**src/rtl/cet_pkg.sv**
```systemverilog
package cet_pkg;
  typedef enum logic [1:0] {
    ACT_NONE = 2'b00,
    ACT_FLAG = 2'b01,
    ACT_ADC  = 2'b10,
    ACT_RST  = 2'b11
  } act_e;
endpackage

```
**src/rtl/cet_timer.sv**
```systemverilog
module cet_timer #(
  parameter int TW = 16
) (
  input  logic          clk,
  input  logic          rst_n,
  input  logic          clr,
  input  logic          ld,
  input  logic [TW-1:0] ld_val,
  input  logic          cnt_en,
  input  logic          cnt_down,
  output logic [TW-1:0] tmr_q,
  output logic [TW-1:0] tmr_nxt,
  output logic          step
);
  // A counting step happens only when neither the clear nor a load claims the edge.
  always_comb begin
    step    = cnt_en && !clr && !ld;
    tmr_nxt = cnt_down ? (tmr_q - TW'(1)) : (tmr_q + TW'(1));
  end

  always_ff @(posedge clk or negedge rst_n) begin
    if (!rst_n)    tmr_q <= '0;
    else if (clr)  tmr_q <= '0;
    else if (ld)   tmr_q <= ld_val;
    else if (step) tmr_q <= tmr_nxt;
  end
endmodule

```
**src/rtl/cet_channel.sv**
```systemverilog
module cet_channel
  import cet_pkg::*;
#(
  parameter int TW = 16
) (
  input  logic          clk,
  input  logic          rst_n,
  input  logic          cmp_wr,
  input  logic [TW-1:0] cmp_wdata,
  input  logic          act_wr,
  input  logic [1:0]    act_wdata,
  input  logic          flag_clr,
  input  logic          step,
  input  logic [TW-1:0] tmr_nxt,
  output logic [TW-1:0] cmp_q,
  output act_e          act_q,
  output logic          evt,
  output logic          flag,
  output logic          adc_req,
  output logic          rst_req
);
  logic hit;

  // Only a counting step onto the compare value counts as a hit.
  assign hit = step && (tmr_nxt == cmp_q);

  always_ff @(posedge clk or negedge rst_n) begin
    if (!rst_n) begin
      cmp_q <= '0;
      act_q <= ACT_NONE;
    end else begin
      if (cmp_wr) cmp_q <= cmp_wdata;
      if (act_wr) act_q <= act_e'(act_wdata);
    end
  end

  always_ff @(posedge clk or negedge rst_n) begin
    if (!rst_n) begin
      evt     <= 1'b0;
      flag    <= 1'b0;
      adc_req <= 1'b0;
      rst_req <= 1'b0;
    end else begin
      evt     <= hit;
      flag    <= (flag && !flag_clr) || (hit && act_q == ACT_FLAG);
      adc_req <= hit && act_q == ACT_ADC;
      rst_req <= hit && act_q == ACT_RST;
    end
  end
endmodule

```
**src/rtl/cet_regs.sv**
```systemverilog
module cet_regs #(
  parameter int TW  = 16,
  parameter int NCH = 4,
  parameter int AW  = 3
) (
  input  logic                    reg_wr,
  input  logic [AW-1:0]           reg_addr,
  input  logic [TW-1:0]           reg_wdata,
  input  logic [TW-1:0]           tmr_q,
  input  logic [NCH-1:0][TW-1:0]  cmp_all,
  input  logic [2*NCH-1:0]        act_all,
  input  logic [NCH-1:0]          flags,
  output logic                    tmr_ld,
  output logic [NCH-1:0]          cmp_wr,
  output logic                    act_wr,
  output logic [NCH-1:0]          flag_clr,
  output logic [TW-1:0]           reg_rdata
);
  localparam logic [AW-1:0] A_TMR = '0;
  localparam logic [AW-1:0] A_ACT = AW'(NCH + 1);
  localparam logic [AW-1:0] A_FLG = AW'(NCH + 2);

  always_comb begin
    tmr_ld = reg_wr && (reg_addr == A_TMR);
    act_wr = reg_wr && (reg_addr == A_ACT);
    for (int i = 0; i < NCH; i++) begin
      cmp_wr[i]   = reg_wr && (reg_addr == AW'(i + 1));
      flag_clr[i] = reg_wr && (reg_addr == A_FLG) && reg_wdata[i];
    end
  end

  always_comb begin
    reg_rdata = '0;
    if (reg_addr == A_TMR) reg_rdata = tmr_q;
    for (int i = 0; i < NCH; i++) begin
      if (reg_addr == AW'(i + 1)) reg_rdata = cmp_all[i];
    end
    if (reg_addr == A_ACT) reg_rdata = TW'(act_all);
    if (reg_addr == A_FLG) reg_rdata = TW'(flags);
  end
endmodule

```
**src/rtl/cmp_event_timer.sv**
```systemverilog
module cmp_event_timer
  import cet_pkg::*;
#(
  parameter int TW  = 16,
  parameter int NCH = 4,
  parameter int AW  = $clog2(NCH + 3)
) (
  input  logic           clk,
  input  logic           rst_n,
  input  logic           cnt_en,
  input  logic           cnt_down,
  input  logic           reg_wr,
  input  logic [AW-1:0]  reg_addr,
  input  logic [TW-1:0]  reg_wdata,
  output logic [TW-1:0]  reg_rdata,
  output logic [NCH-1:0] evt_pulse,
  output logic [NCH-1:0] swflag,
  output logic           adc_start
);
  logic [TW-1:0]          tmr_q;
  logic [TW-1:0]          tmr_nxt;
  logic                   step;
  logic                   rst_pend;
  logic                   tmr_ld;
  logic                   act_wr;
  logic [NCH-1:0]         cmp_wr;
  logic [NCH-1:0]         flag_clr;
  logic [NCH-1:0][TW-1:0] cmp_all;
  logic [2*NCH-1:0]       act_all;
  logic [NCH-1:0]         adc_req;
  logic [NCH-1:0]         rst_req;

  assign rst_pend  = |rst_req;
  assign adc_start = |adc_req;

  cet_timer #(.TW(TW)) u_tmr (
    .clk      (clk),
    .rst_n    (rst_n),
    .clr      (rst_pend),
    .ld       (tmr_ld),
    .ld_val   (reg_wdata),
    .cnt_en   (cnt_en),
    .cnt_down (cnt_down),
    .tmr_q    (tmr_q),
    .tmr_nxt  (tmr_nxt),
    .step     (step)
  );

  for (genvar i = 0; i < NCH; i++) begin : g_ch
    act_e act_i;
    cet_channel #(.TW(TW)) u_ch (
      .clk       (clk),
      .rst_n     (rst_n),
      .cmp_wr    (cmp_wr[i]),
      .cmp_wdata (reg_wdata),
      .act_wr    (act_wr),
      .act_wdata (reg_wdata[2*i +: 2]),
      .flag_clr  (flag_clr[i]),
      .step      (step),
      .tmr_nxt   (tmr_nxt),
      .cmp_q     (cmp_all[i]),
      .act_q     (act_i),
      .evt       (evt_pulse[i]),
      .flag      (swflag[i]),
      .adc_req   (adc_req[i]),
      .rst_req   (rst_req[i])
    );
    assign act_all[2*i +: 2] = act_i;
  end

  cet_regs #(.TW(TW), .NCH(NCH), .AW(AW)) u_regs (
    .reg_wr    (reg_wr),
    .reg_addr  (reg_addr),
    .reg_wdata (reg_wdata),
    .tmr_q     (tmr_q),
    .cmp_all   (cmp_all),
    .act_all   (act_all),
    .flags     (swflag),
    .tmr_ld    (tmr_ld),
    .cmp_wr    (cmp_wr),
    .act_wr    (act_wr),
    .flag_clr  (flag_clr),
    .reg_rdata (reg_rdata)
  );
endmodule

```
**config.mk**
```make
export PLATFORM = sky130hd
export DESIGN_NAME = cmp_event_timer
export DESIGN_NICKNAME = d
export VERILOG_FILES = /design/src/rtl/cet_pkg.sv /design/src/rtl/cet_timer.sv /design/src/rtl/cet_channel.sv /design/src/rtl/cet_regs.sv /design/src/rtl/cmp_event_timer.sv
export SDC_FILE = /design/constraint.sdc
export NUM_CORES = 1
export LEC_CHECK = 0
export BUFFER_PORTS_ARGS = -buffer_cell sky130_fd_sc_hd__buf_2
export CAP_MARGIN = 25
export CORE_MARGIN = 2
export CORE_UTILIZATION = 45
export DETAILED_ROUTE_END_ITERATION = 16
export SYNTH_ARGS = -nofsm -noshare
export SYNTH_HDL_FRONTEND = slang
export SYNTH_SLANG_ARGS = --single-unit
```
**constraint.sdc**
```tcl
create_clock -name clk -period 9.02 [get_ports clk]
set_input_delay 0.451 -clock clk [delete_from_list [all_inputs] [get_ports clk]]
set_output_delay 0.451 -clock clk [all_outputs]
set_load 0.01 [all_outputs]
```
# Word level (Yosys, flattened, before mapping)
# Index checks and enable logic that the tools add are counted.
[word_totals]
word_cells = 107
output_inout_bits = 25
regBits = 104
in_bits = 24
[op_classes]
n_eq_ne = 22
n_mux = 11
n_reduce_logical = 47
addsub = 2
[ops]
columns = ["op", "n"]
rows = [
  ["$mux W16", 11],
  ["$eq A16 B16 Y1", 4],
  ["$logic_and A1 B1 Y1", 33],
  ["$add A16 B1 Y16 const B", 1],
  ["$eq A2 B2 Y1 const B", 8],
  ["$sub A16 B1 Y16 const B", 1],
  ["$eq A3 B3 Y1 const B", 3],
  ["$eq A2 B1 Y1 const B", 4],
  ["$reduce_or A4 Y1", 2],
  ["$eq A3 B2 Y1 const B", 2],
  ["$logic_not A1 Y1", 6],
  ["$logic_or A1 B1 Y1", 4],
  ["$eq A3 B1 Y1 const B", 1],
  ["$logic_not A3 Y1", 1],
  ["$reduce_bool A3 Y1", 1],
]

# Logic depth before layout (Yosys ltp)
# Gate-level depths: netlist of the first run.
[logic_depth]
ltp_word = 8
depth_mapped = 12
depth_no_buf = 10

# Cells and area by module
# From an unflattened synthesis of the first run, not the netlist that was laid out.
[unflattened]
hier_cells = 605
area_unflattened_um2 = 6363.6
[modules_own_cells]
columns = ["module", "n_inst", "area_per_inst_um2", "cells_each", "seq_area_each_um2"]
rows = [
  ["cet_channel", 4, 1001.0, 76, 550.5],
  ["cet_timer", 1, 1505.2, 177, 400.4],
  ["cet_regs", 1, 839.6, 122, 0.0],
  ["cmp_event_timer", 1, 15.0, 2, 0.0],
]

# Least setup slack after synthesis of the first run
# Ideal clock, no wire load.
[synth_path]
path_kind = "register to register"
start = "register u_tmr.tmr_q[0]"
end = "register g_ch[1].u_ch.flag"
path_stages_with_launch = 13
setup_ns = 0.103
t_required_ns = 8.917
period_less_slack_ns = 2.976
path_slack_ns = 6.044
arrival_time_ns = 2.872
n_path_buf = 2
cell_sequence = "dfrtp_1 buf_4 inv_1 fa_1 clkbuf_2 xnor2_1 a211o_1 nor4_2 o211ai_1 a2111oi_1 o2111a_1 nand4_2 o41ai_2"
[synth_via]
elab_chain_cells = 6
word_cells_on_any_way = 7
classes_between = "add/sub (2); eq/ne (1); mux (1); reduce/logical (3)"
[synth_lines]
columns = ["item", "line", "source"]
rows = [
  ["from (decl)", "cet_timer.sv:11", "output logic [TW-1:0] tmr_q,"],
  ["from (signal assigned)", "cet_timer.sv:24", "else if (ld) tmr_q <= ld_val;"],
  ["from (signal assigned)", "cet_timer.sv:25", "else if (step) tmr_q <= tmr_nxt;"],
  ["$add A16 B1 Y16 or $sub A16 B1 Y16 (tied branches)", "cet_timer.sv:18", "tmr_nxt = cnt_down ? (tmr_q - TW'(1)) : (tmr_q + TW'(1));"],
  ["$mux W16 *", "cet_timer.sv:18", ""],
  ["$eq A16 B16 Y1 *", "cet_channel.sv:25", "assign hit = step && (tmr_nxt == cmp_q);"],
  ["$logic_and A1 B1 Y1 *", "cet_channel.sv:25", ""],
  ["$logic_and A1 B1 Y1 *", "cet_channel.sv:45", "flag <= (flag && !flag_clr) || (hit && act_q == ACT_FLAG);"],
  ["$logic_or A1 B1 Y1 *", "cet_channel.sv:45", ""],
  ["to (signal assigned)", "cet_channel.sv:45", ""],
  ["to (decl)", "cet_channel.sv:18", "output logic flag,"],
]
# Every way passes the cells marked *; elsewhere a longest branch is shown, timed or not.
# A chain may end at the register's enable or synchronous reset.

# Final worst setup path of the first run
[layout_path]
start = "register u_tmr.tmr_q[0]"
end = "register g_ch[2].u_ch.adc_req"
[layout_via]
elab_chain_cells = 5
word_cells_on_any_way = 6
classes_between = "add/sub (2); eq/ne (1); mux (1); reduce/logical (2)"
[layout_lines]
columns = ["item", "line", "source"]
rows = [
  ["$add A16 B1 Y16 or $sub A16 B1 Y16 (tied branches)", "cet_timer.sv:18", ""],
  ["$mux W16 *", "cet_timer.sv:18", ""],
  ["$eq A16 B16 Y1 *", "cet_channel.sv:25", ""],
  ["$logic_and A1 B1 Y1 *", "cet_channel.sv:25", ""],
  ["$logic_and A1 B1 Y1 *", "cet_channel.sv:46", "adc_req <= hit && act_q == ACT_ADC;"],
  ["to (signal assigned)", "cet_channel.sv:41", "adc_req <= 1'b0;"],
  ["to (signal assigned)", "cet_channel.sv:46", ""],
  ["to (decl)", "cet_channel.sv:19", "output logic adc_req,"],
]
# Marked as above.

==> flow_results.org, run 1 <==
** Timing
- Setup Total Neg Slack :: 0 ns
- Final period demand of the worst path :: 3.81 ns
- The final critical path takes up 42.2% of the cycle.
- Tightest hold margin :: 0.0885 ns
- On the final layout, the worst clock skew is 0.0141 ns.
- RSZ-0062 raised after global routing :: no
- Final worst-path setup slack :: between 5 and 6 ns
- For the pin with the worst max-slew slack, the measured transition is 1.01 ns.
- Number of slew-limit violations in the final report :: 0
- Final Hold Fails :: 0
- Setup violations remaining at the end of the flow were counted as 0.
- In this run the tightest slew margin relative to its limit is 32.8%.
- For this run, the top clock speed supported by timing is approximately 260 MHz.

** Critical path
- Worst EP arrival :: 4.06 ns
- The worst setup path is captured at a flip-flop.
- Startpoint-to-endpoint class of the critical path :: flip-flop to flip-flop
- Required time reported for the critical path endpoint :: 9.27 ns
- Type of origin of the critical path :: flip-flop
- Maximum fanout along the worst path :: 8

** Logic synthesis
- Share of the yosys chip area belonging to registers :: 36.6%
- After synthesis, the netlist uses 75 different library cells.
- The biggest area contributor in the post-synthesis netlist is sky130_fd_sc_hd__dfrtp_1.
- In the synthesized netlist the async set-or-reset flop fraction comes to 100%.
- Synthesis handed over a netlist of 692 instances.
- When the netlist entered floorplanning its net count stood at 731.
- Area share of the largest cell type after synthesis :: 36.6%
- Leading post-synthesis cells by cell area :: sky130_fd_sc_hd__dfrtp_1 37%, sky130_fd_sc_hd__mux2_2 11%, sky130_fd_sc_hd__mux2i_1 5.8%, sky130_fd_sc_hd__xnor2_1 4.8%, sky130_fd_sc_hd__xor2_1 3.3%
- Ys Warns :: 0
- The mapped netlist covers between 7000 and 8000 um2.
- Flip-flop cell with the highest count after synthesis :: sky130_fd_sc_hd__dfrtp_1
- Number of enable flip-flop cells after synthesis :: 0
- Mean cell area of the mapped netlist :: 10.3 um2
- Number of synthesized register bits :: 104

** Power and ir drop
- Design Power :: 2.66 mW
- Power density over cell area :: 342 nW/um2
- Worst supply voltage drop on vdd :: about 0.00014 V
- Leakage Power :: 3.38 nW

** Layout
- The area growth from synthesis to layout is 9.21%.
- Number of diodes :: 0
- Number of nets in the layout :: 748
- The post-route netlist has 24.1% of its cells at a drive strength greater than 1.
- For this run, the share of the core covered by cells in the final layout is 50.7%.

** Clock network
- Later-pin clock latency in the skew report :: between 0.3 and 0.4 ns
- Clock-pin slew reported for the worst setup and hold paths after clock tree synthesis :: roughly 0.090 ns
- TritonCTS Buffers :: 9
- CTS placed an instance of sky130_fd_sc_hd__clkbuf_16 at the clock tree root.
- Post-CTS setup buffer count :: 0
- Gates resized during post-CTS repair numbered 0.
- After clock tree synthesis, the flow added hold-fix buffers numbering 0.
- The longest clock path from root to sink contains 2 buffers.
- CTS saw 104 sinks.
- TritonCTS built the clock tree.
- In this run the number of H-tree levels came out at 3.

** GRT
- Wire length of the first global-routing pass :: 33700 um
- Global routing used 26.9% of the available tracks across all layers.
- The initial antenna violation count is 0.
- Global route overflow :: 0
- Maximum number of pins on one net before global-route repair :: 57
- The via count of the first global-routing pass came to about 5800.

** Routing
- Routed Antenna Nets :: 0
- In this run, the number of DRC markers left after iteration 0 of detailed routing was 408.
- Residual DRC :: 0
- Number of iterations in the first detailed-routing pass :: 5
- Summing over every cut layer, the via total after detailed routing is between 5000 and 6000.
- Routed len/inst :: 23.3 um
- Sum of routed wire length over all layers :: 21500 um
- After detailed routing, the number of vias per cell comes to 6.19.

** Min path
- Class of the tightest hold or removal check :: input pin to async pin

** Flow run
- Number of violations of the max-capacitance limit :: 0

** Floorplan
- In this run the count of I/O pins placed on the die edge is 49.
- The core region is 15300 um2.
- For this configuration, the core starts out at a cell density of 46.5%.
- Area enclosed by the die boundary :: ~17000 um2
- After floorplanning, the core was divided into 45 placement rows.
- In this run the horizontal extent of the chip is 130 um.
- Die Height :: 130 um

** Place
- Detailed Place HPWL :: 15600 um
- Routability congestion estimate from global placement :: 1.03
- IO Port Bufs :: 48
- Worst setup slack before clock tree synthesis :: slightly below 5 ns

** Status
- The flow ran to the end, and the final reports show no timing, DRC or antenna violations.
-- sequential cells by signal (all words and copies together) (netlist names) --
| name | flops |
|---|---|
| g_ch.u_ch.evt | 4 |
| g_ch.u_ch.adc_req | 4 |
| g_ch.u_ch.cmp_q | 64 |
| g_ch.u_ch.flag | 4 |
| g_ch.u_ch.act_q | 8 |
| g_ch.u_ch.rst_req | 4 |
| u_tmr.tmr_q | 16 |
-- worst max-delay path: stages, from the launching register on --
cell                        delay (ns)
sky130_fd_sc_hd__dfrtp_1          0.62
sky130_fd_sc_hd__inv_1            0.13
sky130_fd_sc_hd__fa_1             0.70
sky130_fd_sc_hd__xnor2_1          0.11
sky130_fd_sc_hd__a211o_1          0.27
sky130_fd_sc_hd__nor4_1           0.33
sky130_fd_sc_hd__o211ai_1         0.17
sky130_fd_sc_hd__a2111oi_1        0.41
sky130_fd_sc_hd__o2111a_1         0.33
sky130_fd_sc_hd__nand4_2          0.21
sky130_fd_sc_hd__nor4_1           0.40
-- synthesized netlist by cell type, types with 4 or more instances --
cell and count:
sky130_fd_sc_hd__mux2_2 70, sky130_fd_sc_hd__a211oi_1 18, sky130_fd_sc_hd__buf_1 11, sky130_fd_sc_hd__o211ai_1 5, sky130_fd_sc_hd__o221ai_1 4, sky130_fd_sc_hd__inv_1 12
sky130_fd_sc_hd__nor2_1 47, sky130_fd_sc_hd__clkbuf_1 19, sky130_fd_sc_hd__or3_1 4, sky130_fd_sc_hd__nor3_1 12, sky130_fd_sc_hd__buf_4 11, sky130_fd_sc_hd__mux2i_1 41
sky130_fd_sc_hd__a21oi_1 37, sky130_fd_sc_hd__nand2_1 44, sky130_fd_sc_hd__and3_1 6, sky130_fd_sc_hd__o21a_1 5, sky130_fd_sc_hd__nand2b_1 8, sky130_fd_sc_hd__mux4_2 5
sky130_fd_sc_hd__xnor2_2 4, sky130_fd_sc_hd__nor4_1 9, sky130_fd_sc_hd__ha_1 14, sky130_fd_sc_hd__o22ai_1 12, sky130_fd_sc_hd__o21ai_0 15, sky130_fd_sc_hd__xnor2_1 39
sky130_fd_sc_hd__dfrtp_1 104, sky130_fd_sc_hd__xnor3_1 5, sky130_fd_sc_hd__nand3_1 14, sky130_fd_sc_hd__a21o_1 5, sky130_fd_sc_hd__and2_1 4, sky130_fd_sc_hd__xor2_1 27
sky130_fd_sc_hd__buf_2 6, sky130_fd_sc_hd__nand4_1 5
-- through the flow --
stage          area [um2]  cells
6_report             7770    925
5_1_grt              7770    925
4_1_cts              7770    925
3_5_place_dp         7470    909
3_3_place_gp         7470    909
2_1_floorplan        7120    692
-- cell type report --
cell class | count | area (um2)
Clock buffer | 9 | 225
Clock inverter | 7 | 77.6
Fill cell | 1472 | 7540
Inverter | 12 | 45.0
Multi-Input combinational cell | 527 | 4260
Sequential cell | 104 | 2600
Tap cell | 211 | 264
Timing Repair Buffer | 55 | 295
-- worst paths after layout --
| check | startpoint | to | slack, ns | depth (start not counted) |
|---|---|---|---|---|
| setup / recovery | u_tmr.tmr_q[0] | g_ch[2].u_ch.adc_req | 5.21 | 10 |
| hold / removal | rst_n | g_ch[1].u_ch.cmp_q[11] | 0.09 | 1 |
| setup reg to reg | u_tmr.tmr_q[0] | g_ch[2].u_ch.adc_req | 5.21 | 10 |
| hold reg to reg | g_ch[2].u_ch.cmp_q[2] | g_ch[2].u_ch.cmp_q[2] | 0.54 | 1 |
| max in group asynchronous | rst_n | g_ch[0].u_ch.cmp_q[1] | 7.75 | 2 |
| min in group clk | reg_wdata[13] | g_ch[3].u_ch.cmp_q[13] | 0.37 | 2 |
-- per-layer routing --
metal	global-route usage [%]	vias up	part of all wire, %
li1	-	2564	-
met1	37.4	2906	45
met2	40.4	205	45
met3	4.84	49	6.0
met4	14.0	0	4.2
met5	0	-	0
-- power breakdown --
group          internal [mW]  total [mW]  switching (mW)
logic                  0.635        1.54           0.901
registers              0.576       0.707           0.132
clock network          0.200       0.413           0.213
total                   1.41        2.66            1.25
-- cell families after synthesis --
| family | after synthesis | share of synthesized area [%] |
|---|---|---|
| muxes | 116 | 18.4 |
| AOI/OAI and AO/OA | 142 | 14.3 |
| adders and majority gates | 15 | 2.74 |
| xor gates and xnor gates | 76 | 11.0 |
| buffers and inverters | 61 | 4.03 |
| DFF | 104 | 36.6 |
| and+or+nand+nor | 178 | 13.0 |
-- cells in the final DEF (no fill, tap or decap), types with 6 or more instances in the layout --
| cell type | instances |
|---|---|
| sky130_fd_sc_hd__nor4_1 | 9 |
| sky130_fd_sc_hd__a21oi_1 | 37 |
| sky130_fd_sc_hd__a211oi_1 | 18 |
| sky130_fd_sc_hd__nor2_1 | 47 |
| sky130_fd_sc_hd__xnor2_1 | 39 |
| sky130_fd_sc_hd__clkbuf_16 | 9 |
| sky130_fd_sc_hd__o22ai_1 | 12 |
| sky130_fd_sc_hd__buf_2 | 47 |
| sky130_fd_sc_hd__nand2_1 | 44 |
| sky130_fd_sc_hd__mux2_2 | 70 |
| sky130_fd_sc_hd__and3_1 | 6 |
| sky130_fd_sc_hd__nor3_1 | 11 |
| sky130_fd_sc_hd__nand2b_1 | 8 |
| sky130_fd_sc_hd__buf_4 | 8 |
| sky130_fd_sc_hd__nand3_1 | 14 |
| sky130_fd_sc_hd__xor2_1 | 27 |
| sky130_fd_sc_hd__inv_1 | 12 |
| sky130_fd_sc_hd__mux2i_1 | 41 |
| sky130_fd_sc_hd__o21ai_0 | 15 |
| sky130_fd_sc_hd__ha_1 | 14 |
| sky130_fd_sc_hd__dfrtp_1 | 104 |
Power figures use the tool's default switching activity.
==> run 2, diff against run 1 <==
--- a/config.mk
+++ b/config.mk
@@ -5,6 +5,7 @@
 export SDC_FILE = /design/constraint.sdc
 export NUM_CORES = 1
 export LEC_CHECK = 0
+export ABC_AREA = 1
 export BUFFER_PORTS_ARGS = -buffer_cell sky130_fd_sc_hd__buf_2
 export CAP_MARGIN = 25
 export CORE_MARGIN = 2
==> constraint.sdc (replaced) <==
create_clock -name clk -period 3.66 [get_ports clk]
set_input_delay 0.183 -clock clk [delete_from_list [all_inputs] [get_ports clk]]
set_output_delay 0.183 -clock clk [all_outputs]
set_load 0.01 [all_outputs]
==> flow_results.org, run 2 <==
** Status
- The flow ran to the end, and the final reports show no timing, DRC or antenna violations.

** Power and ir drop
- For this design the total switching power over the nets is 2.61 mW.
- Power density over cell area :: between 700 and 800 nW/um2
- Clock network fraction of total power :: 18.6%
- Proportion of power drawn by combinational gates :: about half
- Sequential Power Share :: 29.6%
- The worst-case IR drop observed on VDD is 0.000457 V.
- Net switching is 47.9% of the power.
- Leakage Power :: 3.98 nW
- Internal power contribution :: 2.84 mW
- The design draws 5.45 mW.

** Critical path
- The most numerous cell type found on the critical path is sky130_fd_sc_hd__nand2_1.
- On the worst path, the slowest cell contributes a delay of 0.51 ns.
- The worst register-to-register path begins at u_tmr.tmr_q[0].
- Reg-to-Reg End :: g_ch[0].u_ch.adc_req
- The worst setup path is captured at a flip-flop.
- CP Cell Sequence :: inv_1 > fa_1 > inv_1 > nand2_1 > nand2_1 > nand3_1 > nand3_1 > nand3_1 > nor2_1 > nand2_1 > nor2_1 > nand4_1 > nor2_2 > nand2_1 > nor2_1
- The worst setup path is of the flip-flop to flip-flop kind.
- The worst register-to-register path has a setup slack of about 0.78 ns.
- Counting cells, the worst reg-to-reg path comes to 15.
- Slowest-stage cell, CP :: sky130_fd_sc_hd__dfrtp_1
- Grouping stages by cell kind, the critical path spends the most delay in simple AND/OR/NAND/NOR gates.
- Data on the critical path is required at its endpoint by just under 4 ns.
- The number of buffers and inverters on the critical path is 2.
- The worst setup path is launched from a flip-flop.
- Maximum fanout along the worst path :: 8
- Worst EP arrival :: 3.17 ns

** Logic synthesis
- Syn_nets :: ~1000
- Ys Warns :: 0
- A synthesized cell averages 6.87 um2.
- Counting flops with a built-in enable in the synthesized netlist gives 0.
- Post-synthesis cell count :: a little under 1000
- Summed instance area of the synthesized netlist :: 6810 um2
- Post-synthesis async set-or-reset flop share :: 100%
- Number of unique standard cell types used by synthesis :: 39
- Flip-flop cell with the highest count after synthesis :: sky130_fd_sc_hd__dfrtp_1
- Of the post-synthesis cell area, the dominant cell type holds 38.2%.
- Most frequently used cell type in the post-synthesis netlist :: sky130_fd_sc_hd__nand2_1
- The synthesized design spends more area on one cell type than any other, namely sky130_fd_sc_hd__dfrtp_1.
- Commonest cells in the synthesized netlist :: 268 x sky130_fd_sc_hd__nand2_1, 132 x sky130_fd_sc_hd__inv_1, 113 x sky130_fd_sc_hd__nand3_1, 104 x sky130_fd_sc_hd__dfrtp_1, 99 x sky130_fd_sc_hd__o21ai_0
- Of the synthesized area, sequential elements account for 38.2%.
- Ranked by total cell area, the synthesized netlist is headed by sky130_fd_sc_hd__dfrtp_1 38%, sky130_fd_sc_hd__nand2_1 15%, sky130_fd_sc_hd__nand3_1 8.3%, sky130_fd_sc_hd__inv_1 7.3%, sky130_fd_sc_hd__o21ai_0 7.3%.
- In this run, synthesis produced a sequential element count of 104.

** Layout
- Fraction of layout instances using a drive strength above 1 :: 11.5%
- Filler Cell Count :: 1490
- Top Registers :: g_ch.u_ch.cmp_q (64), u_tmr.tmr_q (16), g_ch.u_ch.act_q (8)
- Leading cell type in the layout, fill and taps excluded :: sky130_fd_sc_hd__nand2_1
- Area growth, synth to finish :: 10.5%
- Register containing the most flip-flops in the final layout :: g_ch.u_ch.cmp_q
- In the final design database the tool counted roughly 1100 nets.
- The register with the most flip-flops in the layout has between 60 and 70 of them.
- Number of diodes :: 0
- Most frequent cells in the layout :: 268 x sky130_fd_sc_hd__nand2_1, 132 x sky130_fd_sc_hd__inv_1, 113 x sky130_fd_sc_hd__nand3_1

** Place
- The wire-length estimate of the detail-placed layout is 16600 um.
- OpenSTA, run right after detailed placement, puts the worst setup slack at 0.772 ns.
- Routability congestion estimate from global placement :: 0.934
- The count of buffers added on input and output ports is 48.

** Timing
- Setup Total Neg Slack :: 0 ns
- In the post-route analysis, the smallest setup slack over all paths is roughly 0.8 ns.
- Final Cycle Share :: 78.7%
- Setup violations remaining at the end of the flow were counted as 0.
- Headroom to the max-slew limit came out at between 40% and 50%.
- At the pin with the least slew margin, the transition time is between 0.7 and 0.8 ns.
- The final max-slew violation count came to 0.
- Final Hold Fails :: 0
- Hold timing on the final database bottoms out at a slack of 0.144 ns.
- On the final layout, the worst clock skew is 0.0102 ns.
- Setup repair after global routing left no endpoint under its margin.
- Final period demand of the worst path :: 2.88 ns
- Based on the critical path, the design can be clocked at up to ~350 MHz.

** Routing
- The final layout contains routed wiring with a total length of roughly 22000 um.
- Number of violations reported at the end of detailed-routing iteration 0 :: 630
- The detail route stage leaves a number of antenna-violating nets equal to 0.
- Total vias in the final route :: approximately 6700
- Residual DRC :: 0
- Before antenna repair, the detailed router went through 6 iterations.
- In the final routed layout, each cell accounts on average for 18.2 um.
- Using the TritonRoute via totals, the vias-per-cell ratio works out to approximately 5.5.

** Floorplan
- FP Rows :: between 40 and 50
- The die is around 130 um wide.
- Area enclosed by the die boundary :: 16100 um2
- Starting utilization of the core area :: 46.5%
- After floorplanning, the core was sized to cover 14600 um2.
- Die Height :: approximately 130 um
- 49 I/O pins were placed.

** Clock network
- Cells resized by post-CTS repair :: 0
- For the worst-skew pair, the clock arrives at the later sink with an insertion delay of about 0.36 ns.
- The clock passes through at most 2 buffers.
- Sink Count :: roughly 100
- TritonCTS Buffers :: 9
- TritonCTS built the clock tree.
- Clock Root Buffer :: sky130_fd_sc_hd__clkbuf_16
- Clock-pin slew reported for the worst setup and hold paths after clock tree synthesis :: 0.08 ns
- The H-tree was split into 3 levels.

** GRT
- Across every metal layer, demand over resource in global routing totals 28.3%.
- The via count of the first global-routing pass came to 6138.
- Entering global routing, the biggest net connects 38 pins.
- Global route overflow :: 0
- The initial antenna violation count was 0.
- Wire length of the first global-routing pass :: 34900 um

** Min path
- The tightest min-delay check is of the input pin to flip-flop type.
- The worst hold path was traced through 3 stages.
- Capture endpoint of the worst hold path :: g_ch[0].u_ch.cmp_q[12]
- Hold wc startpoint :: reg_wdata[12]

** Flow run
- The tool flagged a number of max-cap violations equal to 0.
-- run 2: repair_timing --
item                                    CTS  global route
buffers inserted                          0             0
endpoints found under the hold margin    34             0
hold buffers                              1             0
endpoints found under the setup margin    0             0
-- run 2: worst min-delay path, cell delays in order --
cell and delay (ns):
sky130_fd_sc_hd__buf_2 0.10, sky130_fd_sc_hd__inv_1 0.09, sky130_fd_sc_hd__o21ai_0 0.09
-- run 2: kinds of logic (layout without fill, tap and decap cells) --
group,after synthesis,count (layout),share of synthesized area (%)
and+or+nand+nor,521,521,33.6
AOI/OAI and AO/OA,170,170,13.8
buffers and inverters,169,212,9.84
DFF,104,104,38.2
adders and majority gates,15,15,2.87
xor gates and xnor gates,13,13,1.67
-- run 2: how the worst max path moves through the flow --
stage              startpoint              endpoint  slack (ns)  depth (start not counted)
2_1_floorplan  u_tmr.tmr_q[0]  g_ch[2].u_ch.adc_req        1.48                         15
3_3_place_gp         cnt_down  g_ch[0].u_ch.adc_req        0.84                         14
3_5_place_dp         cnt_down  g_ch[0].u_ch.adc_req        0.77                         16
4_1_cts        u_tmr.tmr_q[0]  g_ch[0].u_ch.adc_req        0.80                         15
5_1_grt        u_tmr.tmr_q[0]  g_ch[0].u_ch.rst_req        0.47                         15
6_report       u_tmr.tmr_q[0]  g_ch[0].u_ch.adc_req        0.78                         15
-- run 2: final cells by class --
type	instances	area, um2	share of cell area [%]
multi-input combinational	719	3540	47.0
sequential	104	2600	34.6
inverter	136	510	6.78
timing repair buffer	60	343	4.55
clock buffer	10	239	3.17
tap	184	230	3.06
clock inverter	6	65.1	0.864
-- run 2: power by group through the flow --
| stage | Sequential, mW | Clock (mW) | Combinational [mW] |
|---|---|---|---|
| after floorplan | 1.54 | 0 | 2.14 |
| after global placement | 1.63 | 0 | 2.76 |
| after detailed placement | 1.62 | 0 | 2.77 |
| after CTS | 1.61 | 1.03 | 2.78 |
| after global routing | 1.64 | 1.06 | 3.21 |
| final | 1.61 | 1.02 | 2.82 |
-- run 2: layer usage --
metal  global-route usage [%]  up-vias  wire (um)
met3                     6.16       33       1740
met2                     42.4      242       9610
met1                     41.8     3147      10400
met4                     7.18        0        414
met5                        0        -          0
li1                         -     3292          -
-- run 2: metrics by stage --
step                      cell area (um2)  utilization [%]  instances
final                                7530             51.4       1219
after global routing                 7530             51.4       1219
after CTS                            7530             51.4       1219
after detailed placement             7220             49.3       1202
after global placement               7200             49.2       1201
after floorplan                      6810                -        992
